**src/rtl/logic_bit_alu.sv**
```systemverilog
module logic_bit_alu #(
  parameter int W = 16
) (
  input  logic         clk,
  input  logic         rst_n,
  input  logic         start,
  input  logic [2:0]   op,
  input  logic         word,
  input  logic [W-1:0] opnd_a,
  input  logic [W-1:0] opnd_b,
  output logic [W-1:0] result,
  output logic         wr_en,
  output logic         flag_n,
  output logic         flag_z,
  output logic         flag_v,
  output logic         done
);
  localparam int HB = W / 2;
  localparam logic [2:0] OP_AND = 3'd0, OP_EOR = 3'd1, OP_OR = 3'd2,
                         OP_BIT = 3'd3, OP_CLR = 3'd4, OP_SET = 3'd5;

  logic [W-1:0] raw, sized;
  logic         valid, wide, is_test;

  assign valid   = (op <= OP_SET);
  assign is_test = (op == OP_BIT);
  assign wide    = word && !is_test;

  always_comb begin
    case (op)
      OP_AND, OP_BIT: raw = opnd_a & opnd_b;
      OP_EOR:         raw = opnd_a ^ opnd_b;
      OP_OR, OP_SET:  raw = opnd_a | opnd_b;
      OP_CLR:         raw = opnd_a & ~opnd_b;
      default:        raw = '0;
    endcase
  end

  assign sized = wide ? raw : {{(W-HB){1'b0}}, raw[HB-1:0]};

  always_ff @(posedge clk or negedge rst_n) begin
    if (!rst_n) begin
      result <= '0;
      wr_en  <= 1'b0;
      flag_n <= 1'b0;
      flag_z <= 1'b0;
      flag_v <= 1'b0;
      done   <= 1'b0;
    end else begin
      done  <= start && valid;
      wr_en <= start && valid && !is_test;
      if (start && valid) begin
        if (!is_test) result <= sized;
        flag_n <= wide ? sized[W-1] : sized[HB-1];
        flag_z <= (sized == '0);
        flag_v <= 1'b0;
      end
    end
  end

  assert_wr_needs_done_R8: assert property (@(posedge clk) disable iff (!rst_n)
    wr_en |-> done);
  assert_done_follows_start_R8: assert property (@(posedge clk) disable iff (!rst_n)
    !start |=> !done);
  assert_test_no_write_R3: assert property (@(posedge clk) disable iff (!rst_n)
    (start && op == OP_BIT) |=> (done && !wr_en && $stable(result)));
  assert_byte_upper_zero_R1: assert property (@(posedge clk) disable iff (!rst_n)
    (start && !word && op != OP_BIT && valid) |=> (result[W-1:HB] == '0));
  assert_v_clear_R7: assert property (@(posedge clk) disable iff (!rst_n)
    done |-> !flag_v);
  assert_reserved_idle_R9: assert property (@(posedge clk) disable iff (!rst_n)
    (start && !valid) |=> (!done && !wr_en && $stable(result) && $stable(flag_z)));
  assert_z_matches_R7: assert property (@(posedge clk) disable iff (!rst_n)
    wr_en |-> (flag_z == (result == '0)));
endmodule

```
**config.mk**
```make
export PLATFORM = sky130hd
export DESIGN_NAME = logic_bit_alu
export DESIGN_NICKNAME = d
export VERILOG_FILES = /design/src/rtl/logic_bit_alu.sv
export SDC_FILE = /design/constraint.sdc
export NUM_CORES = 1
export LEC_CHECK = 0
export CORE_UTILIZATION = 51
export DETAILED_ROUTE_END_ITERATION = 7
export DONT_BUFFER_PORTS = 1
export HOLD_SLACK_MARGIN = 0.03
export PLACE_DENSITY = 0.74
export SETUP_SLACK_MARGIN = 0.02
export SYNTH_ARGS = -nofsm -noshare
export SYNTH_HDL_FRONTEND = slang
export SYNTH_SLANG_ARGS = --single-unit
```
**constraint.sdc**
```tcl
create_clock -name clk -period 1.1 [get_ports clk]
set_clock_uncertainty 0.05 [all_clocks]
set_input_delay 0.055 -clock clk [delete_from_list [all_inputs] [get_ports clk]]
set_output_delay 0.055 -clock clk [all_outputs]
set_load 0.01 [all_outputs]
```
Word-level counts from Yosys, hierarchy flattened
Cells that the tools add are included.

storage, ports and cells
  bits in registers = 20
  input bits = 39
  output and inout port bits = 21
  logic and storage cells = 29

cells by class
  magnitude comparators = 1
  eq/ne operators = 5
  mux-type cells = 3
  bitwise gates (word level) = 6
  reduce and logical (&&, ||, !) cells = 9

operators with widths
  cell                                                                   number
  16-bit case mux with 4 select lines                                    1
  16-bit bitwise AND                                                     2
  16-bit zero test                                                       1
  16-bit two-way mux                                                     1
  16-bit inverter                                                        1
  16-bit OR                                                              1
  16-bit XOR                                                             1
  3-bit by 2-bit equality test with 1-bit output, second input constant  2
  3-bit equality test, second input constant                             2
  2-bit OR reduction                                                     2
  3-bit by 1-bit equality test with 1-bit output, second input constant  1
  3-bit less-or-equal comparator, second input constant                  1
  1-bit logical AND                                                      3
  3-bit zero test                                                        1
  2-bit AND reduction                                                    1
  1-bit zero test                                                        1
  1-bit two-way mux                                                      1
  1-bit inverter                                                         1

Logic depth before layout (Yosys ltp)
  depth in word-level cells = 5
  gate-level depth with buffers = 9

Worst setup path after synthesis
Ideal clock, no wire load.

  path type = input -> register
  start = input port op[2]
  end = register result[3]
  library setup time = 125 ps
  data arrival time = 1,352 ps
  setup slack = -426 ps
  stages on the path = 7
  cells stage by stage = buf_2 > buf_2 > o21ai_0 > nand2_1 > inv_1 > buf_2 > mux2_2

between the ends
  word-level cells in the longest chain between the ends = 4
  elaborated cells between the ends (all ways) = 14
  those cells by class = order compare: 1; eq/ne: 5; mux: 2; bitwise: 1; reduce/logical: 5

ends and longest elaborated chain
  item                                                                    line  text
  from (decl)                                                             7     input logic [2:0] op,
  3-bit by 2-bit equality test with 1-bit output (tied with other cells)  30    case (op)
  2-bit OR reduction                                                      30
  16-bit case mux with 4 select lines                                     30
  16-bit two-way mux                                                      39    assign sized = wide ? raw : {{(W-HB){1'b0}}, raw[HB-1:0]};
  to (signal assigned)                                                    53    if (!is_test) result <= sized;
  to (decl)                                                               11    output logic [W-1:0] result,

Several ways; a longest one is shown, not always the timed one.
A chain may end at the register's enable or synchronous reset.

Final worst setup path
  start = input port opnd_b[13]
  end = register flag_z

between the ends
  word-level cells in the longest chain between the ends = 5
  elaborated cells between the ends (all ways) = 8
  those cells by class = mux: 2; bitwise: 5; reduce/logical: 1

ends and longest elaborated chain
  item                                     line  text
  from (decl)                              10    input logic [W-1:0] opnd_b,
  16-bit inverter                          34    OP_CLR: raw = opnd_a & ~opnd_b;
  16-bit bitwise AND                       34
  16-bit case mux with 4 select lines (*)  30
  16-bit two-way mux (*)                   39
  16-bit zero test (*)                     55    flag_z <= (sized == '0);
  to (signal assigned)                     55
  to (decl)                                14    output logic flag_z,

Every way passes the cells marked *; elsewhere a longest branch is shown, timed or not.

==> reports/results.tsv <==
metric	value	unit
vertical extent of the die	64.4	um
floorplan die area	4140	um2
syn nets	306	
Bufs on Longest Clock Path	2	
diode insertion count for antenna repair	0	
CTS buffer count	3	
power density normalized to cell area	920	nW/um2
number of synthesis warnings	0	
master cell of the clock root buffer	clkbuf_8	
outcome	finished, violations left	
area of the core region	3690	um2
type of the most critical hold path	input port to async pin	
Post-DP HPWL	4.15	mm
Routed Antenna Nets	0	
ordered list of cells on the worst path	inv_12 > ha_4 > nor2b_1 > a311o_1 > a32oi_2 > a21oi_2 > nor4_1 > a41o_1	
fraction of final layout cells with drive strength greater than 1	37.6	%
post-synthesis cell area	1980	um2
r2r setup slk	160	ps
crit-path max FO	3	
maximum number of pins on one net before global-route repair	36	
worst slack on hold paths	-67.0	ps
pins over their slew limit	0	
sequential area share after synthesis	25.2	%
Peak supply drop	0.941	mV
max-cap check violation count	0	
Worst Path Required	1250	ps
beginning of the worst register-to-register path	flag_z	
dominant register cell in the synthesized netlist	dfrtp_1	
number of hold-repair buffers added at the cts stage	8	
Setup Viol. Count Final	1	
Crit Path Category	input port to flop	
CP Capture Type	flop	
vias in the first global route	2040	
clock edge transition at the registers on the reported setup and hold paths	70	ps
buffers added on ports	0	
All-Layer GR Usage	29.4	%
placer's final routability congestion estimate	0.908	
number of flops mapped to enable cells by yosys	0	
global-route wire length before repair	9.38	mm
Buf/Inv on CP	1	
Post-route DRC	0	
Max transition margin	41.1	%
filler cell count	264	
routed wire length	6.06	mm
number of antenna violations at the first check in global routing	0	
total number of cells along the worst setup path	8	
average vias per placed instance	6.14	
global route total overflow	0	
starting density of the core	53.8	%
detailed-router iteration count before antenna repair	4	
Syn Inst Count	251	
CTS tree	yes	
area growth from synthesis to layout	41.2	%
CP startpoint	opnd_b[13]	
worst r2r dst	flag_z	
leakage dissipation	0.00129	uW
# clock sinks	20	
worst setup path endpoint	flag_z	
CP delay by family, top	compound AO/OA/AOI/OAI gates	
net count reported at finish	351	
#FFs+latches synth	20	
endpoints failing hold	20	
Arrival @ worst endpoint	1340	ps
crit path launch type	input port	
ratio of final minimum period to clock period	109	%
placed cell count	330	
unrepaired setup endpoints after global routing	yes	
Synth cell types	47	
Register-to-Register Path Depth	2	
H-tree depth	1	
transition time at the pin with the least slew margin	884	ps
count of boundary I/O pins	60	
final standard cell count with taps included and fillers excluded	343	
source-to-sink clock delay at the later pin of the worst-skew pair	250	ps
Critical Path Max Stage Delay	280	ps
Power Total	2580	uW
Max Freq	0.836	GHz
detailed router's first-iteration violation count	167	
via count	2106	
per-cell routed wire length	17.7	um
floorplan die width	64.4	um
pre-CTS setup slack	-492	ps
fin crit period	1200	ps
post-synthesis area per instance	7.90	um2
final core utilization	75.9	%
share of flip-flops with an asynchronous set or reset	100	%
violations in the final reports	negative hold slack, negative setup slack	
cell type of the slowest stage on the worst timing path	a311o_1	
setup slack of the critical path after layout	-96.4	ps
site row count	22	
## cell usage after synthesis (all sizes together) (6+ instances only)
master,number,share of area [%]
inv,37,7.0
dfrtp,20,25
nand2,18,3.4
ha,16,10
buf,13,4.1
nor2,12,2.3
o21ai,12,3.0
a21oi,10,2.5
nor2b,10,3.5
a31oi,8,2.5
mux2,8,4.5
o22ai,8,2.5
nand2b,7,2.2
a32oi,6,2.6
nand3,6,1.5
## cells in the final DEF, fill, tap and decap left out, drive strengths merged, types with 4 or more instances in the layout
cell type	n
a31oi	8
nand3	6
dlygate4sd3	7
a21oi	10
o21ai	12
nor3	5
nand2	18
inv	37
xor2	4
o22ai	8
mux2	8
nor4	5
a32oi	6
ha	16
buf	50
dfrtp	20
nor2	12
nand2b	7
nor2b	10
## through the flow
step | TNS, ps | hold slack, ps | cell area [um2]
3_5_place_dp | -3680 | -290 | 2380
4_1_cts | -77.6 | 41.1 | 2680
5_1_grt | -152 | 0.930 | 2800
2_1_floorplan | -2450 | -291 | 2050
3_3_place_gp | -3380 | -290 | 2380
6_report | -96.4 | -67.0 | 2800
## worst min path at each step
stage / to / slack [ps] / cells after the start
after global routing: result[8] / 0.9 / 1
after floorplan: done / -290 / 0
after detailed placement: result[8] / -290 / 0
after CTS: done / 40 / 2
final: result[8] / -70 / 1
after global placement: wr_en / -290 / 0
## where the power goes
| part | total [uW] | internal (uW) | switching, uW |
|---|---|---|---|
| clock network | 722 | 486 | 237 |
| logic | 901 | 497 | 404 |
| registers | 954 | 836 | 118 |
| total | 2580 | 1820 | 759 |
## flip-flops by register name, indices dropped and copies added, names as in the netlist
register  flops
wr_en         1
flag_n        1
done          1
flag_z        1
result       16
## per-layer routing
layer,GRT usage (%),wire (um)
met1,36.7,2460
met5,0,0
met3,7.50,518
met2,49.2,2960
met4,9.17,114
## cell type report
| type | instances | area [um2] | share of cell area [%] |
|---|---|---|---|
| multi-input cells | 176 | 1490 | 53.3 |
| inverters | 37 | 176 | 6.30 |
| clock buffers | 3 | 41.3 | 1.47 |
| flip-flops and latches | 20 | 500 | 17.9 |
| well taps | 48 | 60.1 | 2.14 |
| clock inverters | 1 | 30.0 | 1.07 |
| repair buffers | 58 | 499 | 17.8 |
## logic make-up (layout without fill, tap and decap cells)
family,after synthesis,count (layout),share of synthesized area (%)
AOI/OAI and AO/OA,76,76,27.3
and+or+nand+nor,70,70,18.4
buffers and inverters,55,99,12.1
DFF,20,20,25.2
adders and majority gates,16,16,10.1
muxes,8,8,4.54
xor gates and xnor gates,5,5,2.21
other,1,1,0.189
## timing repair
action | CTS | global route
endpoints found under the setup margin | 7 | 27
pin swaps | 18 | 16
hold endpoints to repair | 27 | 20
gates resized for setup | 37 | 32
gates cloned | 0 | 0
buffers inserted | 0 | 2
(Power assumes the default switching activity.)
